File: config.mk
export PLATFORM = sky130hd
export DESIGN_NAME = irq_vector_ctrl
export DESIGN_NICKNAME = d
export VERILOG_FILES = /design/src/rtl/irq_pkg.sv /design/src/rtl/irq_flag_bank.sv /design/src/rtl/irq_prio_enc.sv /design/src/rtl/irq_vector_ctrl.sv
export SDC_FILE = /design/constraint.sdc
export NUM_CORES = 1
export LEC_CHECK = 0
export BUFFER_PORTS_ARGS = -buffer_cell sky130_fd_sc_hd__buf_2
export CAP_MARGIN = 15
export CORE_MARGIN = 2
export CORE_UTILIZATION = 47
export DETAILED_ROUTE_END_ITERATION = 10
export GPL_ROUTABILITY_DRIVEN = 1
export PLACE_DENSITY = 0.77
export SYNTH_ARGS = -nofsm -noshare
export SYNTH_HDL_FRONTEND = slang
export SYNTH_SLANG_ARGS = --single-unit
File: constraint.sdc
create_clock -name clk -period 2.26 [get_ports clk]
set_input_delay 0.113 -clock clk [delete_from_list [all_inputs] [get_ports clk]]
set_output_delay 0.113 -clock clk [all_outputs]
set_load 0.02 [all_outputs]
File: src/rtl/irq_pkg.sv
package irq_pkg;

    localparam int REG_DW = 8;
    localparam int REG_AW = 2;

    typedef enum logic [REG_AW-1:0] {
        RA_EXT_MASK = 2'd0,
        RA_EXT_FLAG = 2'd1,
        RA_TMR_MASK = 2'd2,
        RA_TMR_FLAG = 2'd3
    } reg_addr_e;

endpackage

File: src/rtl/irq_flag_bank.sv
module irq_flag_bank #(
    parameter int W = 2
) (
    input  logic         clk,
    input  logic         rst_n,
    input  logic         mask_we,
    input  logic         flag_we,
    input  logic [W-1:0] wdata,
    input  logic [W-1:0] evt,
    input  logic [W-1:0] ack_clr,
    output logic [W-1:0] mask_o,
    output logic [W-1:0] flag_o
);

    typedef struct packed {
        logic [W-1:0] mask;
        logic [W-1:0] flag;
    } bank_t;

    bank_t b_d, b_q;

    always_comb begin
        b_d = b_q;
        if (mask_we)
            b_d.mask = wdata;
        // write-one clear and acknowledge clear; a fresh event always wins
        b_d.flag = (b_q.flag & ~(flag_we ? wdata : '0) & ~ack_clr) | evt;
    end

    always_ff @(posedge clk or negedge rst_n) begin
        if (!rst_n)
            b_q <= '0;
        else
            b_q <= b_d;
    end

    assign mask_o = b_q.mask;
    assign flag_o = b_q.flag;

    AST_EVT_LATCHES: assert property (@(posedge clk) disable iff (!rst_n)
        (evt != '0) |=> ((flag_o & $past(evt)) == $past(evt)));

    AST_FLAG_STICKY: assert property (@(posedge clk) disable iff (!rst_n)
        (!flag_we && ack_clr == '0) |=> ((flag_o & $past(flag_o)) == $past(flag_o)));

endmodule

File: src/rtl/irq_prio_enc.sv
module irq_prio_enc #(
    parameter int N  = 13,
    parameter int IW = $clog2(N)
) (
    input  logic [N-1:0]  req,
    output logic          any,
    output logic [IW-1:0] idx
);

    always_comb begin
        any = |req;
        idx = '0;
        // scan downwards so that the lowest set index is left in idx
        for (int i = N - 1; i >= 0; i--) begin
            if (req[i])
                idx = IW'(i);
        end
    end

endmodule

File: src/rtl/irq_vector_ctrl.sv
module irq_vector_ctrl
    import irq_pkg::*;
#(
    parameter int NUM_EXT    = 2,
    parameter int NUM_TMR    = 5,
    parameter int NUM_LVL    = 5,
    parameter int ADDR_W     = 12,
    parameter int VEC_BASE   = 0,
    parameter int VEC_STRIDE = 1,
    localparam int N_VEC     = 1 + NUM_EXT + NUM_TMR + NUM_LVL,
    localparam int VEC_W     = $clog2(N_VEC)
) (
    input  logic               clk,
    input  logic               rst_n,
    input  logic               reg_we,
    input  logic [REG_AW-1:0]  reg_addr,
    input  logic [REG_DW-1:0]  reg_wdata,
    output logic [REG_DW-1:0]  reg_rdata,
    input  logic [NUM_EXT-1:0] ext_evt,
    input  logic [NUM_TMR-1:0] tmr_evt,
    input  logic [NUM_LVL-1:0] lvl_req,
    input  logic [NUM_LVL-1:0] lvl_en,
    input  logic               boundary,
    input  logic               ack,
    input  logic               cmd_sei,
    input  logic               cmd_cli,
    input  logic               cmd_reti,
    output logic               irq_valid,
    output logic [VEC_W-1:0]   irq_vec,
    output logic [ADDR_W-1:0]  irq_addr,
    output logic               gie
);

    localparam int EXT_V0 = 1;
    localparam int TMR_V0 = 1 + NUM_EXT;
    localparam int MAXW   = (NUM_EXT > NUM_TMR) ? NUM_EXT : NUM_TMR;

    typedef struct packed {
        logic             gie;
        logic             rst_pend;
        logic             valid;
        logic [VEC_W-1:0] vec;
    } core_t;

    core_t c_d, c_q;

    logic               ack_ok;
    logic [NUM_EXT-1:0] ext_mask, ext_flag, ext_ack;
    logic [NUM_TMR-1:0] tmr_mask, tmr_flag, tmr_ack;
    logic [N_VEC-1:0]   cand;
    logic               cand_any;
    logic [VEC_W-1:0]   cand_idx;
    logic               wdata_unused;

    assign ack_ok       = ack && c_q.valid;
    assign wdata_unused = ^(reg_wdata >> MAXW);

    // acknowledge clears, one per flagged source
    for (genvar i = 0; i < NUM_EXT; i++) begin : g_ext_ack
        assign ext_ack[i] = ack_ok && (c_q.vec == VEC_W'(EXT_V0 + i));
    end
    for (genvar i = 0; i < NUM_TMR; i++) begin : g_tmr_ack
        assign tmr_ack[i] = ack_ok && (c_q.vec == VEC_W'(TMR_V0 + i));
    end

    irq_flag_bank #(.W(NUM_EXT)) i_ext_bank (
        .clk     (clk),
        .rst_n   (rst_n),
        .mask_we (reg_we && reg_addr == RA_EXT_MASK),
        .flag_we (reg_we && reg_addr == RA_EXT_FLAG),
        .wdata   (reg_wdata[NUM_EXT-1:0]),
        .evt     (ext_evt),
        .ack_clr (ext_ack),
        .mask_o  (ext_mask),
        .flag_o  (ext_flag)
    );

    irq_flag_bank #(.W(NUM_TMR)) i_tmr_bank (
        .clk     (clk),
        .rst_n   (rst_n),
        .mask_we (reg_we && reg_addr == RA_TMR_MASK),
        .flag_we (reg_we && reg_addr == RA_TMR_FLAG),
        .wdata   (reg_wdata[NUM_TMR-1:0]),
        .evt     (tmr_evt),
        .ack_clr (tmr_ack),
        .mask_o  (tmr_mask),
        .flag_o  (tmr_flag)
    );

    // candidate vector: bit 0 is reset and ignores the global enable
    assign cand = {c_q.gie ? {lvl_req & lvl_en, tmr_flag & tmr_mask, ext_flag & ext_mask}
                           : {(N_VEC-1){1'b0}},
                   c_q.rst_pend};

    irq_prio_enc #(.N(N_VEC), .IW(VEC_W)) i_prio (
        .req (cand),
        .any (cand_any),
        .idx (cand_idx)
    );

    always_comb begin
        c_d = c_q;
        if (ack_ok) begin
            c_d.valid = 1'b0;
            if (c_q.vec == '0)
                c_d.rst_pend = 1'b0;
        end else if (boundary) begin
            c_d.valid = cand_any;
            if (cand_any)
                c_d.vec = cand_idx;
        end
        if (ack_ok || cmd_cli)
            c_d.gie = 1'b0;
        else if (cmd_sei || cmd_reti)
            c_d.gie = 1'b1;
    end

    always_ff @(posedge clk or negedge rst_n) begin
        if (!rst_n)
            c_q <= '{gie: 1'b0, rst_pend: 1'b1, valid: 1'b0, vec: '0};
        else
            c_q <= c_d;
    end

    always_comb begin
        reg_rdata = '0;
        case (reg_addr)
            RA_EXT_MASK: reg_rdata[NUM_EXT-1:0] = ext_mask;
            RA_EXT_FLAG: reg_rdata[NUM_EXT-1:0] = ext_flag;
            RA_TMR_MASK: reg_rdata[NUM_TMR-1:0] = tmr_mask;
            default:     reg_rdata[NUM_TMR-1:0] = tmr_flag;
        endcase
    end

    assign irq_valid = c_q.valid;
    assign irq_vec   = c_q.vec;
    assign irq_addr  = ADDR_W'(VEC_BASE) + ADDR_W'(c_q.vec) * ADDR_W'(VEC_STRIDE);
    assign gie       = c_q.gie;

    AST_RISE_ON_BOUNDARY: assert property (@(posedge clk) disable iff (!rst_n)
        $rose(irq_valid) |-> $past(boundary));

    AST_RISE_NEEDS_GIE: assert property (@(posedge clk) disable iff (!rst_n)
        ($rose(irq_valid) && irq_vec != '0) |-> $past(gie));

    AST_ACK_DROPS: assert property (@(posedge clk) disable iff (!rst_n)
        (ack && irq_valid) |=> (!irq_valid && !gie));

    AST_VEC_RANGE: assert property (@(posedge clk) disable iff (!rst_n)
        irq_valid |-> (int'(irq_vec) < N_VEC));

    AST_CLI_CLEARS: assert property (@(posedge clk) disable iff (!rst_n)
        cmd_cli |=> !gie);

endmodule

==> results.tsv, run 1 <==
stage	metric	value	unit
status	status	completed	
job	max_cap viols	0	
power_and_ir_drop	peak supply drop	0.578	mV
floorplan	die area	0.00338	mm2
global_route	met2 global-route usage	32.6	%
placed_design	placed wire-length estimate	2.47	mm
setup_path	Crit path required time	2450	ps
finish	Final nets	224	
clocking	H-Tree Depth	1	
logic_synthesis	Syn. warnings	0	
power_and_ir_drop	Leakage	0.760	nW
global_route	pin count of the biggest net entering global routing	22	
finish	commonest non-fill, non-tap cell in the layout	buf_2	
timing	setup tns final	0	ps
setup_path	critical path cell sequence	inv_1 -> a21oi_4 -> or3_4 -> o21ai_4 -> mux2_4	
setup_path	Crit Path Max Fanout	9	
timing	Final Skew	4.15	ps
global_route	GR peak layer	met2	
placed_design	I/O Buffers	46	
clocking	postcts setup bufs	0	
setup_path	arrival time worst endpoint	1930	ps
setup_path	reg2reg start	gie	
setup_path	CP Depth	5	
finish	# fillers	253	
finish	commonest non-fill, non-tap cells in the layout	46 x buf_2, 22 x nand2_1, 20 x dfrtp_1	
floorplan	core area	0.00278	mm2
timing	RSZ-0062 raised after global routing	no	
timing	Slew Limit Fails	0	
drt	WL final	3.18	mm
logic_synthesis	Post-Synthesis Cell Area	0.00138	mm2
drt	Vias	1213	
power_and_ir_drop	PD cells	775	mW/mm2
global_route	routing usage on met1	24.2	%
setup_path	crit path kind	flop to flop	
timing	# setup viols final	0	
timing	Tcrit/Tclk final	76.8	%
logic_synthesis	Synth Instances	140	
logic_synthesis	Synth async-reset ratio	100	%
clocking	Clock Sink Count	21	
timing	Tmin final	1740	ps
logic_synthesis	Avg Cell Area, Syn	9.84	um2
placed_design	placed cell areas	0.00152	mm2
setup_path	crit-path max cell delay	480	ps
clocking	Clock Latency Late Sink	300	ps
drt	Vias/cell	5.54	
global_route	All-Layer GR Usage	18.6	%
floorplan	Die Wd	58.1	um
logic_synthesis	cell taking the most area after synthesis	dfrtp_1	
setup_path	critical path's top delay family	flip-flops	
logic_synthesis	post-synth top area share	36.3	%
setup_path	Max stage delay cell, worst path	dfrtp_1	
global_route	vias in the first global route	1076	
finish	Synth-to-Final Area Change	19.7	%
timing	Final Hold Viols	0	
finish	fin area	0.00165	mm2
global_route	total global routing overflow	0	
clocking	CTS buffer count	3	
global_route	met3 Usage GRT	2.46	%
power_and_ir_drop	Pwr Total	1.28	mW
clocking	TritonCTS clock tree	done	
clocking	CTS max path bufs	2	
global_route	antenna violations before repair	0	
logic_synthesis	Synth cell types	42	
timing	Slew headroom	64.5	%
logic_synthesis	Synth Register Bits	21	
hold_path	Worst Hold Depth	2	
logic_synthesis	Post-synth top flop	dfrtp_1	
floorplan	Starting Density	49.5	%
setup_path	WP buf/inv	1	
finish	ant diodes	0	
hold_path	hold crit path type	primary input to flop	
logic_synthesis	ranking of synthesized cells by area	dfrtp_1 36%, buf_4 10%, nand2_1 6.0%	
timing	Highest Clock Rate	576	MHz
drt	wire per inst	14.5	um
logic_synthesis	number of flops mapped to enable cells by yosys	0	
global_route	first-pass GRT wire length	4.86	mm
clocking	Root Buffer	clkbuf_4	
placed_design	GP Congestion	0.787	
timing	worst-margin pin slew	531	ps
drt	DRT iter0 DRCs	29	
floorplan	row count	19	
floorplan	DIE HEIGHT	58.1	um
drt	Residual DRC	0	
setup_path	Worst Setup SP	gie	
drt	router iterations before antenna repair	4	
logic_synthesis	Seq/Total Area, Yosys	38.2	%
setup_path	worst reg2reg path depth	5	
setup_path	startpoint class of the critical path	flop	
hold_path	Hold Crit Start	tmr_evt[4]	
floorplan	I/O pins	61	
finish	layout cell share with drive strength beyond 1	37.2	%
drt	antenna-violating nets left	0	
clocking	clock-pin slew on the worst setup and hold paths	120	ps
setup_path	Crit. End Element	flop	
-- stage by stage --
stage / hold slack, ps / instances / worst slack [ps] / util, %
after CTS: 0.157 / 216 / 530 / 58.2
after detailed placement: 108 / 205 / 553 / 54.7
after global routing: 30.3 / 219 / 419 / 59.3
after floorplan: -183 / 150 / 476 / -
final: 18.2 / 219 / 523 / 59.3
after global placement: 88.4 / 205 / 569 / 54.7
-- cell families (layout without fill, tap and decap cells) --
| kind of cell | after synthesis | count (layout) | share of synthesized area [%] |
|---|---|---|---|
| other | 1 | 11 | 0.272 |
| flip-flops | 21 | 21 | 38.2 |
| AO/OA/AOI/OAI | 33 | 33 | 19.8 |
| buffers and inverters | 24 | 62 | 12.3 |
| AND/OR/NAND/NOR | 47 | 47 | 16.4 |
| multiplexers | 14 | 14 | 13.0 |
-- power by group --
group | internal (mW) | total [mW] | switching, mW
clock network | 0.0687 | 0.180 | 0.111
registers | 0.449 | 0.549 | 0.0992
logic | 0.232 | 0.549 | 0.317
-- area by class of cell --
type	count	area, um2	share of cell area, %
timing repair buffer	56	330	20.0
multi-input combinational	105	719	43.6
sequential	21	527	31.9
tap	31	38.8	2.35
clock buffer	4	26.3	1.59
inverter	2	7.51	0.455
-- what timing repair did --
item | in CTS | in global routing
endpoints found under the hold margin | 25 | 3
hold buffers | 7 | 3
resized for setup | 0 | 0
-- cells in the mapped netlist (all sizes together) (2+ instances only) --
cell    number
inv          2
buf         20
and3         2
nor2b        4
nor3b        2
o21ai        4
a22oi        3
mux4         2
dfrtp       20
nor2         7
clkbuf       2
nand2       22
nor3         2
a21oi        6
a31o         8
a22o         2
mux2         8
nand3        4
mux2i        4
-- routing by layer --
layer	vias to the layer above	routed length [um]
li1	573	-
met5	-	0
met4	0	22
met2	57	1650
met1	577	1350
met3	6	160
-- worst reg2reg max path: cells and delay by family (launching register included) --
kind | cells | cell delay, ps
AO/OA/AOI/OAI | 2 | 220
flip-flops | 1 | 480
buffers and inverters | 1 | 220
multiplexers | 1 | 310
AND/OR/NAND/NOR | 1 | 420
-- sequential cells by signal, summed over array words and instances, names as in the netlist --
register           flops
i_tmr_bank.flag_o      5
i_tmr_bank.mask_o      5
irq_vec                4
i_ext_bank.flag_o      2
i_ext_bank.mask_o      2
c_q                    1
gie                    1
irq_valid              1
-- path summary, 6_finish.rpt --
| path | end | slack, ps |
|---|---|---|
| worst max-delay path | irq_vec[0] | 520 |
| worst min-delay path | i_tmr_bank.flag_o[4] | 20 |
| worst max register to register | irq_vec[0] | 520 |
| worst min register to register | c_q[5] | 510 |
| max in group asynchronous | c_q[5] | 1620 |
| min in group asynchronous | i_ext_bank.flag_o[0] | 290 |
Note: power is estimated with default switching activity, not from simulation.
==> run 2: changes to the inputs <==
--- a/config.mk
+++ b/config.mk
@@ -5,13 +5,14 @@
 export SDC_FILE = /design/constraint.sdc
 export NUM_CORES = 1
 export LEC_CHECK = 0
+export ABC_AREA = 1
 export BUFFER_PORTS_ARGS = -buffer_cell sky130_fd_sc_hd__buf_2
 export CAP_MARGIN = 15
 export CORE_MARGIN = 2
-export CORE_UTILIZATION = 47
+export CORE_UTILIZATION = 42
 export DETAILED_ROUTE_END_ITERATION = 10
 export GPL_ROUTABILITY_DRIVEN = 1
-export PLACE_DENSITY = 0.77
+export PLACE_DENSITY = 0.72
 export SYNTH_ARGS = -nofsm -noshare
 export SYNTH_HDL_FRONTEND = slang
 export SYNTH_SLANG_ARGS = --single-unit
==> constraint.sdc (replaced) <==
create_clock -name clk -period 1.4 [get_ports clk]
set_input_delay 0.07 -clock clk [delete_from_list [all_inputs] [get_ports clk]]
set_output_delay 0.07 -clock clk [all_outputs]
set_load 0.02 [all_outputs]
==> run 2 against run 1 <==
The flow now finishes with violations (setup timing); register-to-register slack lost 530 ps; critical path depth grew 3; first-iteration DRC count grew 31%; combinational power grew 74%; critical endpoint is now irq_vec[2]; highest routed layer unchanged.
==> results.tsv, run 2 <==
stage	metric	value	unit	change
status	status	finished, violations left		was completed
status	failing checks	setup timing		
drt	Vias/cell	4.82		was 5.54
global_route	vias in the first global route	1234		was 1,076
finish	commonest non-fill, non-tap cell in the layout	buf_2		unchanged
logic_synthesis	Synth cell types	24		was 42
floorplan	core area	0.00308	mm2	was 0.00278 mm2
power_and_ir_drop	P_sw	0.906	mW	was 0.527 mW
power_and_ir_drop	peak supply drop	0.512	mV	was 0.578 mV
setup_path	startpoint class of the critical path	flop		unchanged
drt	Residual DRC	0		unchanged
global_route	pin count of the biggest net entering global routing	22		unchanged
placed_design	GP Congestion	0.815		was 0.787
clocking	CTS buffer count	3		unchanged
drt	Vias	1325		was 1,213
floorplan	Die Wd	61.1	um	was 58.1 um
setup_path	Max stage delay cell, worst path	dfrtp_2		was dfrtp_1
timing	# setup viols final	1		was 0
setup_path	worst reg2reg path depth	8		was 5
setup_path	critical path cell sequence	buf_4 -> nand3_2 -> o21ai_2 -> nor2_2 -> nand4_4 -> nand3_4 -> buf_4 -> o21ai_0		was inv_1 -> a21oi_4 -> or3_4 -> o21ai_4 -> mux2_4
finish	area taken by flip-flops and latches	528	um2	was 527 um2
job	max_cap viols	0		unchanged
logic_synthesis	number of flops mapped to enable cells by yosys	0		unchanged
setup_path	crit-path max cell delay	440	ps	was 480 ps
clocking	H-Tree Depth	1		unchanged
timing	Tmin final	1410	ps	was 1740 ps
finish	ant diodes	0		unchanged
hold_path	Worst Hold Depth	3		was 2
power_and_ir_drop	PD cells	1200	mW/mm2	was 775 mW/mm2
power_and_ir_drop	Cell Int Power	1.19	mW	was 0.750 mW
logic_synthesis	Seq/Total Area, Yosys	38.4	%	was 38.2%
global_route	first-pass GRT wire length	5.07	mm	was 4.86 mm
logic_synthesis	Syn. warnings	0		unchanged
setup_path	Crit path required time	1600	ps	was 2450 ps
clocking	TritonCTS clock tree	done		unchanged
timing	Final Hold Viols	0		unchanged
power_and_ir_drop	Leakage	0.925	nW	was 0.760 nW
drt	wire per inst	11.3	um	was 14.5 um
setup_path	Crit Path Max Fanout	7		was 9
drt	WL final	3.11	mm	was 3.18 mm
timing	Hold WS	13.9	ps	was 18.2 ps
logic_synthesis	Synth Instances	174		was 140
global_route	All-Layer GR Usage	18.1	%	was 18.6%
floorplan	Starting Density	44.6	%	was 49.5%
logic_synthesis	mux contribution to synthesized area	0	%	was 13.0%
global_route	antenna violations before repair	0		unchanged
timing	Final Skew	8.03	ps	was 4.15 ps
floorplan	DIE HEIGHT	61.1	um	was 58.1 um
logic_synthesis	compound-cell area share of the yosys netlist	14.8	%	was 19.8%
logic_synthesis	post-synth top area share	36.5	%	was 36.3%
setup_path	Most Frequent Cell on Critical Path	buf_4		
drt	DRT iter0 DRCs	38		was 29
setup_path	Crit. End Element	flop		unchanged
drt	router iterations before antenna repair	5		was 4
placed_design	Place WS	-95.2	ps	was 553 ps
power_and_ir_drop	Clk pwr share	14.0	%	was 14.1%
setup_path	arrival time worst endpoint	1610	ps	was 1930 ps
timing	Highest Clock Rate	711	MHz	was 576 MHz
floorplan	I/O pins	61		unchanged
logic_synthesis	Synth Register Bits	21		unchanged
clocking	Clock Sink Count	21		unchanged
finish	multi-input logic area	698	um2	was 719 um2
hold_path	hold crit path type	primary input to flop		unchanged
clocking	clock-pin slew on the worst setup and hold paths	120	ps	about the same
placed_design	placed wire-length estimate	2.34	mm	was 2.47 mm
finish	layout cell share with drive strength beyond 1	35.1	%	was 37.2%
placed_design	I/O Buffers	46		unchanged
logic_synthesis	ranking of synthesized cells by area	dfrtp_1 36%, nand2_1 13%, buf_4 10%		was dfrtp_1 36%, buf_4 10%, nand2_1 6.0%
logic_synthesis	Post-Synthesis Cell Area	0.00137	mm2	was 0.00138 mm2
floorplan	row count	20		was 19
logic_synthesis	main combinational cell family by area after synthesis	simple AND/OR/NAND/NOR gates		was compound AO/OA/AOI/OAI gates
logic_synthesis	cell taking the most area after synthesis	dfrtp_1		unchanged
timing	Slew Limit Fails	0		unchanged
finish	Synth-to-Final Area Change	27.5	%	was 19.7%
setup_path	crit path kind	flop to flop		unchanged
logic_synthesis	count leader, synth	nand2_1		unchanged
finish	Final nets	267		was 224
logic_synthesis	Avg Cell Area, Syn	7.88	um2	was 9.84 um2
timing	Tcrit/Tclk final	100	%	was 76.8%
logic_synthesis	Synth Area in Simple Gates	31.5	%	was 16.4%
power_and_ir_drop	Logic pwr share	45.7	%	was 43.0%
clocking	Root Buffer	clkbuf_4		unchanged
logic_synthesis	top cells by instance count after synthesis	47 x nand2_1, 20 x dfrtp_1, 19 x buf_4, 16 x nor2_1, 16 x o21ai_0		was 22 x nand2_1, 20 x dfrtp_1, 19 x buf_4, 7 x mux2_2, 7 x nor2_1
clocking	Clock Latency Late Sink	310	ps	was 300 ps
drt	antenna-violating nets left	0		unchanged
global_route	total global routing overflow	0		unchanged
finish	# fillers	310		was 253
logic_synthesis	Post-Synth Adder-Cell Area	0	%	unchanged
clocking	CTS max path bufs	2		unchanged
timing	post-route worst setup slack	-6.64	ps	was 523 ps
power_and_ir_drop	Sw Share	43.3	%	was 41.3%
timing	RSZ-0062 raised after global routing	yes		was no
logic_synthesis	Synth async-reset ratio	100	%	unchanged
logic_synthesis	Post-Synth XOR/XNOR Area	0	%	unchanged
floorplan	die area	0.00374	mm2	was 0.00338 mm2
power_and_ir_drop	Reg power frac	40.3	%	was 42.9%
finish	commonest non-fill, non-tap cells in the layout	46 x buf_2, 44 x nand2_1, 19 x dfrtp_1		was 46 x buf_2, 22 x nand2_1, 20 x dfrtp_1
logic_synthesis	Post-synth top flop	dfrtp_1		unchanged
-- run 2: cell types whose count changed in the layout (fill, tap and decap cells not counted), sizes merged, moves of 11 or more --
| cell | before | now |
|---|---|---|
| inv | 2 | 14 |
| nand2 | 22 | 48 |
| nand3 | 4 | 16 |
| nor2 | 7 | 18 |
| o21ai | 4 | 17 |
-- run 2: timing repair --
action                                  CTS  global route
resized for setup                         2             6
endpoints found under the hold margin    28             0
setup buffers                             4             1
hold buffers                              9             0
pin swaps                                 3             4
endpoints found under the setup margin    5             4
-- run 2: power by group through the flow --
stage,clock (mW),sequential [mW],combinational [mW]
2_1_floorplan,0,0.846,0.771
3_3_place_gp,0,0.870,0.855
3_5_place_dp,0,0.871,0.864
4_1_cts,0.306,0.842,0.947
5_1_grt,0.321,0.860,1.07
6_report,0.294,0.843,0.957
-- run 2: layer usage --
metal	routed length [um]	global-route usage, %
met2	1510	30.9
met5	0	0
met3	175	2.94
met4	74	8.07
met1	1350	22.4
-- run 2: final timing paths --
check | start | endpoint | slack (ps)
hold / removal | reg_wdata[2] | i_tmr_bank.mask_o[2] | 10
max in group asynchronous | rst_n | gie | 810
setup reg to reg | gie | irq_vec[2] | -7
setup / recovery | gie | irq_vec[2] | -7
min in group asynchronous | rst_n | i_ext_bank.mask_o[1] | 230
hold reg to reg | c_q[5] | c_q[5] | 490
-- run 2: final cells by class --
cell class,count,share of cell area (%)
clock buffers,3,1.29
repair buffers,63,22.0
flip-flops and latches,21,30.2
well taps,44,3.15
clock inverters,1,0.286
multi-input cells,129,39.9
inverters,14,3.15
-- run 2: cell families after synthesis --
group	count (synthesis)
other	1
AOI/OAI and AO/OA	31
buffers and inverters	34
and+or+nand+nor	87
DFF	21
-- run 2: critical path: cells and delay by family (launching register included) --
kind | cells | cell delay [ps]
compound gates | 2 | 140
buf+inv | 2 | 280
flops | 1 | 440
simple gates | 4 | 440
-- run 2: metrics by stage --
stage	setup TNS (ps)	std cells	utilization (%)	cell area, um2	total power, mW
finish	-6.64	275	56.8	1750	2.09
global route	-383	275	56.8	1750	2.25
CTS	0	274	56.1	1730	2.09
detailed placement	-223	257	51.0	1570	1.73
global placement	-100	257	51.0	1570	1.72
floorplan	0	184	-	1420	1.62
==> run 3: changes to the inputs <==
--- a/config.mk
+++ b/config.mk
@@ -6,13 +6,14 @@
 export NUM_CORES = 1
 export LEC_CHECK = 0
 export ABC_AREA = 1
-export BUFFER_PORTS_ARGS = -buffer_cell sky130_fd_sc_hd__buf_2
 export CAP_MARGIN = 15
 export CORE_MARGIN = 2
-export CORE_UTILIZATION = 42
+export CORE_UTILIZATION = 56
 export DETAILED_ROUTE_END_ITERATION = 10
+export DONT_BUFFER_PORTS = 1
 export GPL_ROUTABILITY_DRIVEN = 1
-export PLACE_DENSITY = 0.72
+export PLACE_DENSITY = 0.71
 export SYNTH_ARGS = -nofsm -noshare
 export SYNTH_HDL_FRONTEND = slang
 export SYNTH_SLANG_ARGS = --single-unit
+export TNS_END_PERCENT = 20
==> run 3 against run 2 <==
The run still ends with setup timing left; wire length is 7.3% higher; critical path depth stayed put; non-clock buffer count is 28 lower; critical path type unchanged; largest cell class unchanged; clock power is 6% higher; sequential power is 0.7% lower.
==> results.tsv, run 3 (synthesized netlist as in run 2, its figures left out) <==
stage	metric	value	unit	change
drt	router iterations before antenna repair	4		was 5
timing	Tmin final	1450	ps	was 1410 ps
placed_design	placed wire-length estimate	2.19	mm	was 2.34 mm
timing	post-route worst setup slack	-49.4	ps	was -6.64 ps
setup_path	R2R setup slack	-50	ps	was -7 ps
finish	commonest non-fill, non-tap cell in the layout	nand2_1		was buf_2
timing	RSZ-0062 raised after global routing	yes		unchanged
hold_path	Hold Crit Start	reg_addr[0]		was reg_wdata[2]
placed_design	Place WS	-101	ps	was -95.2 ps
global_route	first-pass GRT wire length	4.91	mm	was 5.07 mm
drt	DRT iter0 DRCs	58		was 38
timing	Tcrit/Tclk final	104	%	was 100%
timing	Slew Limit Fails	0		unchanged
drt	antenna-violating nets left	0		unchanged
timing	setup tns final	-108	ps	was -6.64 ps
setup_path	crit path kind	flop to flop		unchanged
clocking	Clock Latency Late Sink	320	ps	was 310 ps
clocking	TritonCTS clock tree	done		unchanged
finish	# fillers	174		was 310
setup_path	crit-path max cell delay	480	ps	was 440 ps
global_route	antenna violations before repair	0		unchanged
drt	Vias	1243		was 1,325
floorplan	I/O pins	61		unchanged
status	failing checks	setup timing		unchanged
floorplan	Starting Density	60.8	%	was 44.6%
setup_path	critical path's top delay family	simple AND/OR/NAND/NOR gates		was flip-flops
drt	WL final	3.34	mm	was 3.11 mm
floorplan	die area	0.00286	mm2	was 0.00374 mm2
setup_path	arrival time worst endpoint	1700	ps	was 1610 ps
placed_design	I/O Buffers	0		was 46
placed_design	placed cell areas	0.00136	mm2	was 0.00157 mm2
setup_path	reg2reg start	gie		unchanged
drt	wire per inst	14.5	um	was 11.3 um
timing	Slew headroom	36.3	%	
finish	Final Core Density	74.5	%	was 56.8%
clocking	clock-pin slew on the worst setup and hold paths	120	ps	about the same
status	status	finished, violations left		unchanged
finish	final std cells w/o fill	231		was 275
global_route	All-Layer GR Usage	24.4	%	was 18.1%
global_route	total global routing overflow	0		unchanged
setup_path	Max stage delay cell, worst path	dfrtp_2		unchanged
setup_path	Crit path required time	1650	ps	was 1600 ps
clocking	Clock Sink Count	21		unchanged
setup_path	startpoint class of the critical path	flop		unchanged
finish	commonest non-fill, non-tap cells in the layout	44 x nand2_1, 19 x dlygate4sd3_1, 19 x dfrtp_1		was 46 x buf_2, 44 x nand2_1, 19 x dfrtp_1
power_and_ir_drop	peak supply drop	1.02	mV	was 0.512 mV
timing	Highest Clock Rate	690	MHz	was 711 MHz
clocking	Root Buffer	clkbuf_4		unchanged
hold_path	Worst Hold Depth	3		unchanged
floorplan	core area	0.00225	mm2	was 0.00308 mm2
placed_design	GP Congestion	0.916		was 0.815
floorplan	row count	17		was 20
global_route	pin count of the biggest net entering global routing	22		unchanged
setup_path	Crit. End Element	flop		unchanged
power_and_ir_drop	PD cells	1270	mW/mm2	was 1200 mW/mm2
timing	# setup viols final	3		was 1
hold_path	hold crit path type	primary input to flop		unchanged
finish	layout cell share with drive strength beyond 1	21.7	%	was 35.1%
setup_path	FF-to-FF End	irq_vec[2]		unchanged
hold_path	Hold EP	i_ext_bank.mask_o[0]		was i_tmr_bank.mask_o[2]
clocking	CTS buffer count	3		unchanged
drt	Residual DRC	0		unchanged
finish	Final nets	239		was 267
clocking	H-Tree Depth	1		unchanged
placed_design	placed cell count	201		was 257
timing	Final Skew	6.89	ps	was 8.03 ps
power_and_ir_drop	Leakage	0.821	nW	was 0.925 nW
timing	Final Hold Viols	0		unchanged
setup_path	critical path cell sequence	buf_6 -> nand3_2 -> nand2_2 -> nor2_4 -> nand4_4 -> nand3_4 -> nand2_1 -> o21ai_2		was buf_4 -> nand3_2 -> o21ai_2 -> nor2_2 -> nand4_4 -> nand3_4 -> buf_4 -> o21ai_0
timing	Hold WS	41.8	ps	was 13.9 ps
power_and_ir_drop	Pwr Total	2.14	mW	was 2.09 mW
finish	Synth-to-Final Area Change	22.5	%	was 27.5%
floorplan	Die Wd	53.5	um	was 61.1 um
drt	Vias/cell	5.38		was 4.82
setup_path	Crit Path Max Fanout	8		was 7
global_route	vias in the first global route	1116		was 1,234
setup_path	WP buf/inv	1		was 2
floorplan	DIE HEIGHT	53.5	um	was 61.1 um
clocking	CTS max path bufs	2		unchanged
finish	fin area	0.00168	mm2	was 0.00175 mm2
setup_path	worst reg2reg path depth	8		unchanged
timing	worst-margin pin slew	953	ps	
finish	ant diodes	0		unchanged
job	max_cap viols	0		unchanged
[run 3: changes by cell type in the layout (fill, tap and decap cells not counted), sizes merged]
| cell | delta |
|---|---|
| buf | -38 |
| clkbuf | +1 |
| clkinv | -1 |
| dlygate4sd3 | +10 |
[run 3: repair_timing]
item,CTS,global route
buffers inserted,4,3
gates resized for setup,5,10
hold buffers,19,0
endpoints found under the setup margin,5,5
pin swaps,2,3
hold endpoints to repair,41,0
[run 3: worst register-to-register path, cell delays in order (launching register included)]
cell and delay [ps]:
dfrtp_2 480, buf_6 150, nand3_2 70, nand2_2 80, nor2_4 160, nand4_4 120
nand3_4 130, nand2_1 110, o21ai_2 80
[run 3: per-layer routing]
metal	track usage [%]	wire (um)	vias to the layer above	part of all wire, %
met1	30.1	1370	572	41
li1	-	-	601	-
met2	40.9	1700	63	51
met4	10.7	63	0	1.9
met5	0	0	-	0
met3	4.80	203	7	6.1
[run 3: cell type report]
class / count / area (um2) / area share [%]
Timing Repair Buffer: 35 / 322 / 19.1
Sequential cell: 21 / 528 / 31.4
Clock buffer: 4 / 26.3 / 1.56
Multi-Input combinational cell: 129 / 714 / 42.5
Tap cell: 28 / 35.0 / 2.08
Inverter: 14 / 55.1 / 3.28
[run 3: power by group]
part	internal [mW]	leakage (nW)	switching (mW)
sequential	0.721	0.235	0.116
clock	0.112	0.0150	0.200
combinational	0.365	0.571	0.623
[run 3: how the worst max path moves through the flow]
stage,start,to,slack [ps],depth (start not counted)
finish,gie,irq_vec[2],-50,8
global route,gie,irq_vec[2],-110,8
CTS,gie,irq_vec[0],8,9
detailed placement,gie,irq_vec[0],-100,8
global placement,gie,irq_vec[1],-60,6
floorplan,gie,irq_vec[0],3,9
